===== src/rtl/dram_seq_pkg.sv =====
package dram_seq_pkg;
  typedef enum logic [1:0] {
    PH_IDLE = 2'd0,
    PH_PRE  = 2'd1,
    PH_ROW  = 2'd2,
    PH_COL  = 2'd3
  } phase_t;
endpackage


===== src/rtl/dps_hit_detect.sv =====
// Decides whether the next request may stay in the open row, using only the
// sequential flag and a one-bit memory of the previous word position.
module dps_hit_detect #(
  parameter int COL_W = 8
) (
  input  logic             clk,
  input  logic             rst,
  input  logic             accept,
  input  logic             mreq,
  input  logic             seq,
  input  logic [COL_W-1:0] word_col,
  output logic             hit
);
  logic prev_at_end;
  logic prev_internal;

  always_ff @(posedge clk) begin
    if (rst) begin
      prev_at_end   <= 1'b0;
      prev_internal <= 1'b0;
    end else if (accept) begin
      if (mreq) begin
        prev_at_end   <= &word_col;
        prev_internal <= 1'b0;
      end else begin
        prev_internal <= 1'b1;
      end
    end
  end

  // after an internal cycle the sequential address repeats, so no crossing
  assign hit = seq && (prev_internal || !prev_at_end);
endmodule


===== src/rtl/dps_addr_split.sv =====
// Splits the word address into row and column pin images.
module dps_addr_split #(
  parameter int WORD_AW = 18,
  parameter int COL_W   = 8,
  parameter int DA_W    = 10
) (
  input  logic [WORD_AW-1:0] word_addr,
  output logic [DA_W-1:0]    row_pins,
  output logic [DA_W-1:0]    col_pins
);
  localparam int ROW_W = WORD_AW - COL_W;

  always_comb begin
    row_pins = '0;
    col_pins = '0;
    row_pins[ROW_W-1:0] = word_addr[WORD_AW-1:COL_W];
    col_pins[COL_W-1:0] = word_addr[COL_W-1:0];
  end
endmodule


===== src/rtl/dps_ctrl.sv =====
// Strobe sequencer with registered outputs.
module dps_ctrl
  import dram_seq_pkg::*;
#(
  parameter int DA_W = 10
) (
  input  logic            clk,
  input  logic            rst,
  input  logic            mreq,
  input  logic            wr,
  input  logic            hit,
  input  logic [DA_W-1:0] row_pins,
  input  logic [DA_W-1:0] col_pins,
  output logic            accept,
  output logic [DA_W-1:0] dram_addr,
  output logic            ras_n,
  output logic            cas_n,
  output logic            we_n,
  output logic            wait_o
);
  phase_t          phase;
  logic [DA_W-1:0] pend_col;
  logic            pend_wr;
  logic            row_open;

  assign accept   = !wait_o;
  assign row_open = !ras_n;

  always_ff @(posedge clk) begin
    if (rst) begin
      phase     <= PH_IDLE;
      dram_addr <= '0;
      ras_n     <= 1'b1;
      cas_n     <= 1'b1;
      we_n      <= 1'b1;
      wait_o    <= 1'b0;
      pend_col  <= '0;
      pend_wr   <= 1'b0;
    end else begin
      case (phase)
        PH_PRE: begin
          phase  <= PH_ROW;
          ras_n  <= 1'b0;
          wait_o <= 1'b1;
        end
        PH_ROW: begin
          phase     <= PH_COL;
          cas_n     <= 1'b0;
          dram_addr <= pend_col;
          we_n      <= !pend_wr;
          wait_o    <= 1'b0;
        end
        default: begin
          if (!mreq) begin
            phase <= PH_IDLE;
            cas_n <= 1'b1;
            we_n  <= 1'b1;
          end else if (hit && row_open) begin
            phase     <= PH_COL;
            cas_n     <= 1'b0;
            dram_addr <= col_pins;
            we_n      <= !wr;
          end else begin
            pend_col  <= col_pins;
            pend_wr   <= wr;
            dram_addr <= row_pins;
            cas_n     <= 1'b1;
            we_n      <= 1'b1;
            wait_o    <= 1'b1;
            if (row_open) begin
              phase <= PH_PRE;
              ras_n <= 1'b1;
            end else begin
              phase <= PH_ROW;
              ras_n <= 1'b0;
            end
          end
        end
      endcase
    end
  end

  AST_CAS_UNDER_RAS: assert property (@(posedge clk) disable iff (rst)
    !cas_n |-> !ras_n);
  AST_ROW_THEN_COL: assert property (@(posedge clk) disable iff (rst)
    (wait_o && !ras_n) |=> (!cas_n && !ras_n && !wait_o));
  AST_PRECHARGE_STALLS: assert property (@(posedge clk) disable iff (rst)
    $rose(ras_n) |-> wait_o);
  AST_PRECHARGE_ONE_CYCLE: assert property (@(posedge clk) disable iff (rst)
    (ras_n && wait_o) |=> (!ras_n && wait_o));
  AST_WRITE_IN_COL: assert property (@(posedge clk) disable iff (rst)
    !we_n |-> (!cas_n && !wait_o));
endmodule


===== src/rtl/dram_page_seq.sv =====
module dram_page_seq #(
  parameter int WORD_AW   = 18,
  parameter int ROW_WORDS = 256,
  localparam int COL_W    = $clog2(ROW_WORDS),
  localparam int ROW_W    = WORD_AW - COL_W,
  localparam int DA_W     = (ROW_W > COL_W) ? ROW_W : COL_W
) (
  input  logic               clk,
  input  logic               rst,
  input  logic [WORD_AW-1:0] word_addr,
  input  logic               mreq,
  input  logic               seq,
  input  logic               wr,
  output logic [DA_W-1:0]    dram_addr,
  output logic               ras_n,
  output logic               cas_n,
  output logic               we_n,
  output logic               wait_o
);
  logic            accept;
  logic            hit;
  logic [DA_W-1:0] row_pins;
  logic [DA_W-1:0] col_pins;

  dps_hit_detect #(.COL_W(COL_W)) u_hit (
    .clk      (clk),
    .rst      (rst),
    .accept   (accept),
    .mreq     (mreq),
    .seq      (seq),
    .word_col (word_addr[COL_W-1:0]),
    .hit      (hit)
  );

  dps_addr_split #(.WORD_AW(WORD_AW), .COL_W(COL_W), .DA_W(DA_W)) u_split (
    .word_addr (word_addr),
    .row_pins  (row_pins),
    .col_pins  (col_pins)
  );

  dps_ctrl #(.DA_W(DA_W)) u_ctrl (
    .clk       (clk),
    .rst       (rst),
    .mreq      (mreq),
    .wr        (wr),
    .hit       (hit),
    .row_pins  (row_pins),
    .col_pins  (col_pins),
    .accept    (accept),
    .dram_addr (dram_addr),
    .ras_n     (ras_n),
    .cas_n     (cas_n),
    .we_n      (we_n),
    .wait_o    (wait_o)
  );
endmodule


===== config.mk =====
export PLATFORM = sky130hd
export DESIGN_NAME = dram_page_seq
export DESIGN_NICKNAME = d
export VERILOG_FILES = /design/src/rtl/dram_seq_pkg.sv /design/src/rtl/dps_hit_detect.sv /design/src/rtl/dps_addr_split.sv /design/src/rtl/dps_ctrl.sv /design/src/rtl/dram_page_seq.sv
export SDC_FILE = /design/constraint.sdc
export NUM_CORES = 1
export LEC_CHECK = 0
export BUFFER_PORTS_ARGS = -buffer_cell sky130_fd_sc_hd__buf_4
export CAP_MARGIN = 20
export CELL_PAD_IN_SITES_DETAIL_PLACEMENT = 0
export CELL_PAD_IN_SITES_GLOBAL_PLACEMENT = 1
export CORE_ASPECT_RATIO = 2
export CORE_UTILIZATION = 42
export DETAILED_ROUTE_END_ITERATION = 12
export PLACE_DENSITY_LB_ADDON = 0.1
export SLEW_MARGIN = 20
export SYNTH_ARGS = -nofsm -noshare
export SYNTH_HDL_FRONTEND = slang
export SYNTH_HIERARCHICAL = 1
export SYNTH_SLANG_ARGS = --single-unit

===== constraint.sdc =====
create_clock -name clk -period 2.7 [get_ports clk]
set_input_delay 0.405 -clock clk [delete_from_list [all_inputs] [get_ports clk]]
set_output_delay 0.405 -clock clk [all_outputs]
set_load 0.01 [all_outputs]

# Yosys cells after proc, flatten, opt, wreduce, memory -nomap -nowiden
# Cells that the tools add are included.
[word_totals] in_bits=23 reg_bits=27 word_cells=57
[classes] reduce_logical=17 n_bitwise=5 n_mux=21 eq_ne=4
[op_table] op="$mux W10" count=2
[op_table] op="$pmux W10 S2" count=1
[op_table] op="$mux W1" count=10
[op_table] op="$pmux W1 S2" count=4
[op_table] op="$reduce_and A8 Y1" count=1
[op_table] op="$mux W2" count=3
[op_table] op="$reduce_and A2 Y1" count=3
[op_table] op="$reduce_and A3 Y1" count=2
[op_table] op="$not A1 Y1" count=5
[op_table] op="$logic_not A1 Y1" count=4
[op_table] op="$pmux W2 S2" count=1
[op_table] op="$reduce_bool A2 Y1" count=2
[op_table] op="$ne A3 B3 Y1 const B" count=1
[op_table] op="$reduce_bool A3 Y1" count=1
[op_table] op="$eq A2 B1 Y1 const B" count=1
[op_table] op="$eq A2 B2 Y1 const B" count=1
[op_table] op="$logic_and A1 B1 Y1" count=2
[op_table] op="$ne A2 B2 Y1 const B" count=1
[op_table] op="$reduce_or A2 Y1" count=1
[op_table] op="$logic_or A1 B1 Y1" count=1

# Logic depth before layout (Yosys ltp)
# Gate-level depths: netlist of run 1.
[depth] word_depth=7 mapped_depth=7 ltp_nobuf=5

# By module
# Netlist of run 1, hierarchy kept.
[modules_own_cells] module="dps_ctrl" cells_each=157 instances=1 area_each_um2=1348.8 seq_area_each_um2=540.5
[modules_own_cells] module="dps_addr_split" cells_each=21 instances=1 area_each_um2=153.9 seq_area_each_um2=0.0
[modules_own_cells] module="dps_hit_detect" cells_each=11 instances=1 area_each_um2=117.6 seq_area_each_um2=40.0

# Least setup slack after synthesis of run 1
# No wires, ideal clock.
[synth_path] path_kind="register -> register" from="register u_ctrl.phase[0]" to="register u_ctrl.dram_addr[9]" period_less_slack_ns=1.575 slack_ns=1.125 setup_ns=0.117 arrival_time_ns=1.458 n_path_buf=2 stages_incl_launch_ff=8 cell_sequence="dfxtp_1 > inv_1 > ha_1 > buf_2 > o21ba_2 > nor2b_1 > buf_2 > a32o_1"
[synth_between] elab_chain_len=3 word_cells_on_any_way=6
[synth_rtl] element="start: declaration" line_no="dps_ctrl.sv:21" rtl="phase_t phase;"
[synth_rtl] element="start signal: assignment" line_no="dps_ctrl.sv:31" rtl="phase <= PH_IDLE;"
[synth_rtl] element="start signal: assignment" line_no="dps_ctrl.sv:42" rtl="phase <= PH_ROW;"
[synth_rtl] element="start signal: assignment" line_no="dps_ctrl.sv:47" rtl="phase <= PH_COL;"
[synth_rtl] element="$eq A2 B2 Y1 / $eq A2 B1 Y1 (equally long branches)" line_no="dps_ctrl.sv:40" rtl="case (phase)"
[synth_rtl] element="$reduce_bool A2 Y1 (no source line) / $not A1 Y1 (equally long branches)"
[synth_rtl] element="$reduce_and A2 Y1 (no source line)"
[synth_rtl] element="end signal: assignment" line_no="dps_ctrl.sv:49" rtl="dram_addr <= pend_col;"
[synth_rtl] element="end signal: assignment" line_no="dps_ctrl.sv:61" rtl="dram_addr <= col_pins;"
[synth_rtl] element="end signal: assignment" line_no="dps_ctrl.sv:66" rtl="dram_addr <= row_pins;"
[synth_rtl] element="end: declaration" line_no="dps_ctrl.sv:15" rtl="output logic [DA_W-1:0] dram_addr,"
# Several ways; a longest one is shown, not always the timed one.
# A chain may end at the register's enable or synchronous reset.

# Final worst setup path of run 1
[layout_path] from="register u_ctrl.phase[0]" to="register u_ctrl.dram_addr[2]"
# Same word-level chain as after synthesis.

==> results of run 1 <==
[flip-flops by register name, indices dropped and copies added, names as in the netlist]
name,count
u_hit/prev_at_end,1
u_ctrl/wait_o,1
u_ctrl/pend_col,10
u_hit/prev_internal,1
u_ctrl/dram_addr,10
u_ctrl/we_n,1
u_ctrl/pend_wr,1
u_ctrl/phase,2
u_ctrl/cas_n,1
u_ctrl/ras_n,1
[worst min-delay path: cells and delay by family]
family,cells,cell delay [ns]
AOI/OAI and AO/OA,1,0.06
buffers and inverters,1,0.11
and+or+nand+nor,1,0.06
[kinds of logic after synthesis]
family	after synthesis
buffers and inverters	39
other	1
multiplexers	10
AO/OA/AOI/OAI	50
flip-flops	29
adder cells (fa/ha/maj)	4
AND/OR/NAND/NOR	56
[layer usage]
layer	GRT usage (%)	up-vias	wire, µm
met5	0	-	0
met4	7.353	0	57
li1	-	663	-
met2	32.63	29	1952
met1	22.88	635	1513
met3	4.217	6	147
[final cells by class]
cell class	count	area, µm²	area share (%)
inverters	5	18.77	1.020
multi-input cells	122	808.3	43.92
repair buffers	38	285.3	15.50
clock buffers	7	86.33	4.691
flip-flops and latches	29	580.6	31.54
well taps	49	61.31	3.331
[cell usage in the layout, fill, tap and decap left out, drive strengths merged]
master / Yosys / layout
a32o: 10 / 10
o311a: 1 / 1
o21a: 1 / 1
nand4: 1 / 1
nand3: 12 / 12
nor2b: 2 / 2
o21ba: 1 / 1
clkbuf: 8 / 7
o21ai: 12 / 12
dfxtp: 29 / 29
o31ai: 1 / 1
o32ai: 1 / 1
conb: 1 / 2
nand3b: 1 / 1
mux2i: 10 / 10
a221o: 1 / 1
a211oi: 2 / 2
inv: 5 / 5
or3: 1 / 1
and2: 1 / 1
ha: 4 / 4
a211o: 1 / 1
nand2: 1 / 1
o41ai: 1 / 1
nand4b: 2 / 2
o21bai: 1 / 1
a21oi: 16 / 16
nor2: 23 / 23
nand2b: 12 / 12
buf: 26 / 38
a21o: 1 / 1
[stage by stage]
stage | cells | worst slack (ns) | hold WS [ns] | area, µm² | total power, µW
after floorplan | 190 | 1.125 | 0.4411 | 1624 | 723.6
after global placement | 243 | 0.6187 | 0.4496 | 1754 | 807.5
after detailed placement | 243 | 0.6073 | 0.4579 | 1754 | 816.9
after CTS | 250 | 0.6114 | 0.3989 | 1841 | 1170
after global routing | 250 | 0.4661 | 0.4016 | 1841 | 1225
final | 250 | 0.6502 | 0.4059 | 1841 | 1152
[power by group]
group,internal [µW],leakage (µW),switching (µW)
Clock,201,0.0000443,145
Combinational,142,0.000454,161
Sequential,477,0.000239,25.6
[final timing paths]
path                                    start                          endpoint  slack (ns)  cells after the start
max                u_ctrl/phase[0]$_SDFF_PP0_  u_ctrl/dram_addr[2]$_SDFFE_PP0P_        0.65                      5
min                                        wr       u_ctrl/pend_wr$_SDFFE_PP0P_        0.41                      3
max reg2reg        u_ctrl/phase[0]$_SDFF_PP0_  u_ctrl/dram_addr[2]$_SDFFE_PP0P_        0.65                      5
min reg2reg  u_ctrl/dram_addr[5]$_SDFFE_PP0P_  u_ctrl/dram_addr[5]$_SDFFE_PP0P_        0.47                      1
[Yosys cell counts (all sizes together)]
cell	number	share of area, %
o41ai	1	0.54
nand3	12	3.7
o21ai	12	3.7
o21bai	1	0.46
a32o	10	6.2
a211o	1	0.54
nand4b	2	2.0
o31ai	1	0.46
conb	1	0.23
buf	26	12
and2	1	0.39
a221o	1	0.62
nor2b	2	0.77
dfxtp	29	36
ha	4	3.1
nor2	23	5.5
inv	5	1.2
o21ba	1	0.62
a211oi	2	0.93
nand3b	1	0.46
o311a	1	0.62
nand4	1	0.39
mux2i	10	6.2
nand2b	12	4.6
o21a	1	0.46
a21o	1	0.46
o32ai	1	1.0
nand2	1	0.23
a21oi	16	4.9
clkbuf	8	1.9
or3	1	0.39
==> impl_results.md, run 1 <==
- Drt drc: 0
- Max stage delay on crit path: roughly 0.68 ns
- Clock Sinks: 29
- Worst-case clock buffer depth: 2
- Simple-gate share of the synthesized area: ~18%
- Root buffer cell: clkbuf_8
- Setup TNS: 0 ns
- Total track usage: slightly below 20%
- Layout cells sized above 1: 24.38%
- Post-synth cell types: 37
- Area grow syn2layout: 13.59%
- Max-cap viol count: 0
- CP bufs+invs: 1
- First-pass GRT wire length: 5968 µm
- Die Y: 89.84 µm
- Antenna Nets Post-Route: 0
- Layout Nets: 228
- CTS H-tree lvls: 2
- Skew final: 0.004203 ns
- TritonRoute pass-1 iters: 3
- Fillcell total: 409
- Core area: around 0.0036 mm²
- Resized cells post-CTS: 0
- Initial antenna violation count: 0
- CTS Buf Count: 5
- Yosys reg bits: 29
- Cell Chain, Critical Path: inv_1, ha_1, o21ba_2, nor2b_1, a32o_1
- Largest net degree at the start of global routing: 26
- Worst EP arrival: 2.26 ns
- Max Clk Rate: about 0.49 GHz
- Mapped cell area: approximately 0.0016 mm²
- Final setup viols: 0
- LEAKAGE: ~0.00074 µW
- Post-Synth XOR/XNOR Area: 0%
- Synthesized area per cell: between 8 and 9 µm²
- Core Rows: 31
- Crit-path max FO: 13
- Sequential share of the synthesized area: 35.83%
- Worst-Margin Slew: 0.8414 ns
- Pwr Density: 626.0 mW/mm²
- Outcome: finished, final reports clean
- RSZ-0062 raised after global routing: false
- Drt wl/cell: between 10 and 15 µm
- Tmin final: 2.050 ns
- DIE WIDTH: between 40 and 50 µm
- CTS tree: done
- Routed wire length: 3671 µm
- Setup bufs post-CTS: 0
- Maximum vdd drop: 0.4214 mV
- Cts hold-fix bufs: 0
- Fin util: ~50%
- Top delay family on crit path: simple AND/OR/NAND/NOR gates
- Slew Limit Headroom: 43.79%
- Via count: between 1000 and 1500
- I/O Pins: 37
- Multiplexer area fraction after synthesis: 6.178%
- DRT iter0 DRCs: 21
- Fin crit share: 75.92%
- HP Class: in2reg
- Worst setup SP type: register
- Clk pin slew, worst setup/hold paths: 0.06 ns
- Setup crit end kind: register
- IO buf count: 36
- Final max-slew violation count: 0
- Synth warn: 6
- Initial core utilization: 44.44%
- Final Wtd Congestion: 0.7378
- Crit Path Class: reg2reg
- Final hold viol count: 0
- Compound-Gate Fraction of Synth Area: 21.54%
- Grt ovf: 0
- Total die area: 0.004125 mm²
- Main combinational cell family by area after synthesis: compound AO/OA/AOI/OAI gates
- Worst skew pair latency: 0.27 ns
- N_diodes: 0
- Via density: ~5.3
- Slowest stage cell, crit path: nor2b_1
- Number of global-route vias before repair: 1290
- Gate Count Post-Synth: 189
- Post-synthesis adder-cell area fraction: between 3 and 4%
- Dpl hpwl: around 2600 µm
- Worst EP required: 2.91 ns
Power figures use the tool's default switching activity.
==> run 2: changes to the inputs <==
--- a/config.mk
+++ b/config.mk
@@ -5,12 +5,13 @@
 export SDC_FILE = /design/constraint.sdc
 export NUM_CORES = 1
 export LEC_CHECK = 0
+export ABC_AREA = 1
 export BUFFER_PORTS_ARGS = -buffer_cell sky130_fd_sc_hd__buf_4
 export CAP_MARGIN = 20
 export CELL_PAD_IN_SITES_DETAIL_PLACEMENT = 0
 export CELL_PAD_IN_SITES_GLOBAL_PLACEMENT = 1
 export CORE_ASPECT_RATIO = 2
-export CORE_UTILIZATION = 42
+export CORE_UTILIZATION = 38
 export DETAILED_ROUTE_END_ITERATION = 12
 export PLACE_DENSITY_LB_ADDON = 0.1
 export SLEW_MARGIN = 20
==> constraint.sdc (replaced) <==
create_clock -name clk -period 1.9 [get_ports clk]
set_input_delay 0.285 -clock clk [delete_from_list [all_inputs] [get_ports clk]]
set_output_delay 0.285 -clock clk [all_outputs]
set_load 0.01 [all_outputs]
==> run 2 against run 1 <==
Against the previous run:
- cell area rose by 9.1%
- critical endpoint is now u_ctrl/dram_addr[3]$_SDFFE_PP0P_
- die area rose by 22%
- wire length rose by 14%
- sequential share of layout area fell by 2.6 points
- first-iteration DRC count did not move
- cell count rose by 39%
- global-route usage fell by 0.88 points
- total power rose by 53%
- clock-buffer cell count fell by 1
- hold slack got worse by 0.17 ns
- via count rose by 17%
==> impl_results.md, run 2 <==
- Final max-slew violation count: 0
- Setup crit end kind: register
- Synth area leader: dfxtp_1
- Flop-to-flop setup slack: between 0.3 and 0.4 ns
- Final Non-Filler Cells: about 350
- Area grow syn2layout: 11.46%
- Top-count cell post-synth: nand2_1
- HP Class: in2reg
- Most frequent cells in the layout: nand2_1 (63), inv_1 (50), buf_4 (39), nor2_1 (38), dfxtp_1 (29)
- LEAKAGE: 0.001113 µW
- Skew final: ~0.0079 ns
- TritonRoute pass-1 iters: 4
- Worst Hold Endpoint: u_ctrl/we_n$_SDFFE_PP1P_
- Hold path start: rst
- CTS tree: done
- Setup bufs post-CTS: 0
- Critical R2R Capture: u_ctrl/dram_addr[3]$_SDFFE_PP0P_
- Largest net degree at the start of global routing: 24
- Initial core utilization: roughly 40%
- First-pass GRT wire length: 6851 µm
- Clock Sinks: 29
- Largest registers: u_ctrl/dram_addr (10), u_ctrl/pend_col (10), u_ctrl/phase (2)
- Post-synth top area share: 32.22%
- Setup TNS: 0 ns
- Worst r2r src: u_ctrl/phase[0]$_SDFF_PP0_
- Placed cells: 339
- Pwr Density: 880.3 mW/mm²
- Top_reg_cell synth: dfxtp_1
- Asr flop ratio synth: 0%
- Drt wl/cell: between 10 and 15 µm
- Worst skew pair latency: 0.29 ns
- Routed wire length: 4167 µm
- Root buffer cell: clkbuf_8
- Worst EP required: around 2.1 ns
- Total die area: 0.005038 mm²
- Mapped cell area: 0.001802 mm²
- Number of global-route vias before repair: 1517
- Cts hold-fix bufs: 0
- Maximum vdd drop: between 0.4 and 0.5 mV
- Synthesized area per cell: 6.576 µm²
- Clk pin slew, worst setup/hold paths: approximately 0.07 ns
- Synth top area cells: dfxtp_1 (32%), nand2_1 (13%), inv_1 (10%), buf_4 (9.2%), nor2_1 (7.9%)
- Max Clk Rate: 0.6661 GHz
- Total track usage: 18.63%
- Worst EP arrival: 1.68 ns
- Fin crit share: about four fifths
- CTS Buf Count: 5
- Sequential share of the synthesized area: around a third
- R2r worst-path depth: 7
- Crit Path Class: reg2reg
- Dpl hpwl: 3085 µm
- Yosys reg bits: 29
- Outcome: finished, final reports clean
- Placed Instance Area: 0.001926 mm²
- DRT iter0 DRCs: 21
- Core Rows: 35
- Die Y: 99.38 µm
- Most common cell after layout, fill and taps aside: nand2_1
- Initial antenna violation count: 0
- Gate Count Post-Synth: 274
- Post-synth cell types: 23
- Final setup viols: 0
- Crit-path max FO: 20
- Max-cap viol count: 0
- Final hold viol count: 0
- Grt ovf: 0
- Layout Nets: 318
- Tmin final: 1.501 ns
- Antenna Nets Post-Route: 0
- I/O Pins: 37
- Via count: 1560
- RSZ-0062 raised after global routing: false
- N_diodes: 0
- Layout cells sized above 1: 22.26%
- Resized cells post-CTS: 0
- CTS H-tree lvls: 2
- Via density: around 4.5
- Commonest cells post-synth: nand2_1 (63), inv_1 (50), nor2_1 (38)
- EDFF count, synth: 0
- Final Wtd Congestion: around 0.74
- Worst setup SP type: register
- Drt drc: 0
- Hold Path Stages: 3
- Core area: between 0.004 and 0.005 mm²
- Design area: 0.002008 mm²
- IO buf count: 36
- Worst-case clock buffer depth: 2
- DIE WIDTH: 50.69 µm
- Synth warn: 6
[run 2: routing by layer]
metal  share of wire (%)  global-route usage [%]
met1                  39                   17.92
met2                  56                   35.69
met3                 2.4                   3.670
met4                 2.2                   9.188
met5                   0                       0
[run 2: logic make-up (layout without fill, tap and decap cells)]
kind of cell             after synthesis  after routing  share of synthesized area [%]
adder cells (fa/ha/maj)                4              4                          2.778
AO/OA/AOI/OAI                         34             34                          12.15
flip-flops                            29             29                          32.22
buffers and inverters                 85            102                          24.86
other                                  1              2                         0.2081
AND/OR/NAND/NOR                      121            121                          27.78
[run 2: how the worst max path moves through the flow]
stage / from / slack, ns / cells past startpoint / to
3_5_place_dp: u_ctrl/phase[0]$_SDFF_PP0_ / 0.39 / 7 / u_ctrl/dram_addr[2]$_SDFFE_PP0P_
6_report: u_ctrl/phase[0]$_SDFF_PP0_ / 0.40 / 7 / u_ctrl/dram_addr[3]$_SDFFE_PP0P_
2_1_floorplan: u_hit/prev_internal$_SDFFE_PP0P_ / 0.59 / 8 / u_ctrl/pend_col[0]$_SDFFE_PP0P_
5_1_grt: u_ctrl/phase[0]$_SDFF_PP0_ / 0.21 / 7 / u_ctrl/dram_addr[0]$_SDFFE_PP0P_
3_3_place_gp: u_ctrl/phase[0]$_SDFF_PP0_ / 0.38 / 7 / u_ctrl/dram_addr[3]$_SDFFE_PP0P_
4_1_cts: u_ctrl/phase[0]$_SDFF_PP0_ / 0.36 / 7 / u_ctrl/dram_addr[3]$_SDFFE_PP0P_
[run 2: worst max-delay path, cell delays in order, from the launching register on]
cell,delay [ns]
dfxtp_1,0.36
inv_1,0.07
ha_1,0.33
o21ai_2,0.17
buf_4,0.26
nand2_1,0.07
nand2_1,0.08
a21oi_2,0.04
[run 2: report_power, final]
group,switching [µW],internal [µW]
Combinational,313,214
Sequential,41.7,692
Clock,255,253
[run 2: stage by stage]
step                hold slack (ns)  setup WS [ns]  utilization (%)  power (µW)
floorplan                    0.3807         0.5929                -        1150
global route                 0.2596         0.2107            43.67        1890
CTS                          0.2418         0.3587            43.67        1795
global placement             0.4638         0.3842            41.88        1280
detailed placement           0.4675         0.3883            41.88        1282
finish                       0.2368         0.3987            43.67        1768
[run 2: final cells by class]
class                      instances  area [µm²]
fill                             553        2590
multi-input combinational        161       777.0
sequential                        29       580.6
timing repair buffer              39       292.8
inverter                          55       206.4
clock buffer                       6       72.57
tap                               55       68.82
clock inverter                     2       10.01
==> run 3: changes to the inputs <==
==> constraint.sdc (replaced) <==
create_clock -name clk -period 1.5 [get_ports clk]
set_input_delay 0.225 -clock clk [delete_from_list [all_inputs] [get_ports clk]]
set_output_delay 0.225 -clock clk [all_outputs]
set_load 0.01 [all_outputs]
==> run 3 against run 2 <==
Against the previous run:
- clock-buffer cell count did not move
- critical path depth fell by 1
- total power rose by 27%
- global-route usage fell by 0.089 points
- first-iteration DRC count rose by 33%
- largest cell class unchanged
==> impl_results.md, run 3 (synthesis gave the netlist of run 2 again) <==
- Total die area: slightly above 0.005 mm²
- Grt ovf: 0
- DIE WIDTH: 50.69 µm
- Worst EP required: 1.72 ns
- Initial core utilization: slightly below 40%
- Antenna Nets Post-Route: 0
- Largest net degree at the start of global routing: 21
- Comb pwr share: 31.1%
- Sw frac: 33.17%
- First-pass GRT wire length: 6844 µm
- Drt drc: 0
- R2r worst-path depth: 6
- Critical Path Start: u_ctrl/phase[0]$_SDFF_PP0_
- Area grow syn2layout: 15.21%
- Dpl hpwl: 3047 µm
- Resized cells post-CTS: 0
- Cell Chain, Critical Path: inv_1, ha_1, nand3_4, inv_4, nor2_1, nor2_1
- Pint: 1502 µW
- Final hold viol count: 0
- Worst skew pair latency: 0.27 ns
- Crit-path max FO: 12
- Die Y: 99.38 µm
- Clock Power Share: 27.4%
- Total track usage: between 10% and 20%
- HP Class: in2reg
- Cts hold-fix bufs: 0
- Worst Hold Endpoint: u_ctrl/we_n$_SDFFE_PP1P_
- Number of global-route vias before repair: between 1500 and 2000
- Via count: 1554
- Max stage delay on crit path: 0.35 ns
- Setup crit end kind: register
- Most common cell after layout, fill and taps aside: nand2_1
- Layout cells sized above 1: 24.08%
- Final setup viols: 0
- Clk pin slew, worst setup/hold paths: ~0.06 ns
- RSZ-0062 raised after global routing: false
- Sequential Power Share: between 40% and 50%
- Flop-to-flop setup slack: around 0.18 ns
- I/O Pins: 37
- Worst r2r src: u_ctrl/phase[0]$_SDFF_PP0_
- Setup bufs post-CTS: 0
- Crit Path Class: reg2reg
- DRT iter0 DRCs: 28
- Min Hold Slack: roughly 0.19 ns
- N_diodes: 0
- Critical R2R Capture: u_ctrl/pend_col[9]$_SDFFE_PP0P_
- Pwr Density: between 1000 and 1500 mW/mm²
- Total power: 2248 µW
- Routed wire length: about 4000 µm
- Core area: 0.004598 mm²
- Max-cap viol count: 0
- Fin crit share: 88.30%
- IO buf count: 36
- Final max-slew violation count: 0
- CTS Buf Count: 5
- CTS H-tree lvls: 2
- NetSw: 745.5 µW
- CTS tree: done
- Hold Path Stages: 3
- Skew final: 0.003985 ns
- Via density: 4.390
- Outcome: finished, final reports clean
- Tmin final: 1.324 ns
- Layout Nets: 325
- Worst-case clock buffer depth: 2
- Worst path most repeated cell: nor2_1
- Final Wtd Congestion: 0.7342
- Setup TNS: 0 ns
- Slowest stage cell, crit path: dfxtp_1
- Clock Sinks: 29
- Max Clk Rate: around 0.76 GHz
- Worst setup SP type: register
- Root buffer cell: clkbuf_8
- TritonRoute pass-1 iters: 4
- LEAKAGE: 0.001150 µW
- Most frequent cells in the layout: nand2_1 (63), inv_1 (50), buf_4 (45), nor2_1 (38), dfxtp_1 (29)
- Worst EP arrival: 1.54 ns
- Largest registers: u_ctrl/dram_addr (10), u_ctrl/pend_col (10), u_ctrl/phase (2)
- Maximum vdd drop: 0.6648 mV
- Drt wl/cell: ~11 µm
- Initial antenna violation count: 0
- Core Rows: 35
- Hold path start: rst
[run 3: cell count changes in the layout (fill, tap and decap cells not counted), sizes merged]
cell,previous run,this run
buf,39,46
[run 3: worst max-delay path by stage]
stage          slack [ns]                               to  cells after the start
2_1_floorplan        0.19  u_ctrl/pend_col[0]$_SDFFE_PP0P_                      8
3_3_place_gp         0.18      u_ctrl/pend_wr$_SDFFE_PP0P_                      6
3_5_place_dp         0.12  u_ctrl/pend_col[0]$_SDFFE_PP0P_                      6
4_1_cts              0.12  u_ctrl/pend_col[0]$_SDFFE_PP0P_                      6
5_1_grt              0.02  u_ctrl/pend_col[3]$_SDFFE_PP0P_                      6
6_report             0.18  u_ctrl/pend_col[9]$_SDFFE_PP0P_                      6
[run 3: metrics by stage]
stage                     worst slack, ns  instances  util (%)  area [µm²]
final                              0.1755        354     45.14        2076
after global routing              0.02370        354     45.14        2076
after CTS                          0.1156        354     45.09        2073
after detailed placement           0.1223        346     43.29        1991
after global placement             0.1774        346     43.29        1991
after floorplan                    0.1929        275         -        1805
[run 3: power groups by stage]
stage               clock (µW)  combinational [µW]  sequential [µW]
floorplan                    0                 490              966
global placement             0                 705              948
detailed placement           0                 707              950
CTS                        650                 709              933
global route               682                 795              945
finish                     616                 699              932
[run 3: area by class of cell]
class / instances / area [µm²]
flip-flops and latches: 29 / 580.6
inverters: 55 / 209.0
fillers: 547 / 2522
clock inverters: 2 / 10.01
clock buffers: 6 / 72.57
repair buffers: 46 / 357.8
multi-input cells: 161 / 777.0
well taps: 55 / 68.82
[run 3: layer usage]
metal	vias up	GRT usage (%)	share of wire, %
met5	-	0	0
met4	0	7.692	1.4
met3	4	4.281	2.8
met2	24	34.26	56
met1	687	19.25	40
li1	839	-	-
[run 3: critical path, delay by kind of cell, from the launching register on]
kind | cells | cell delay (ns)
buf+inv | 2 | 0.23
fa+ha+maj | 1 | 0.35
simple gates | 3 | 0.33
flops | 1 | 0.35
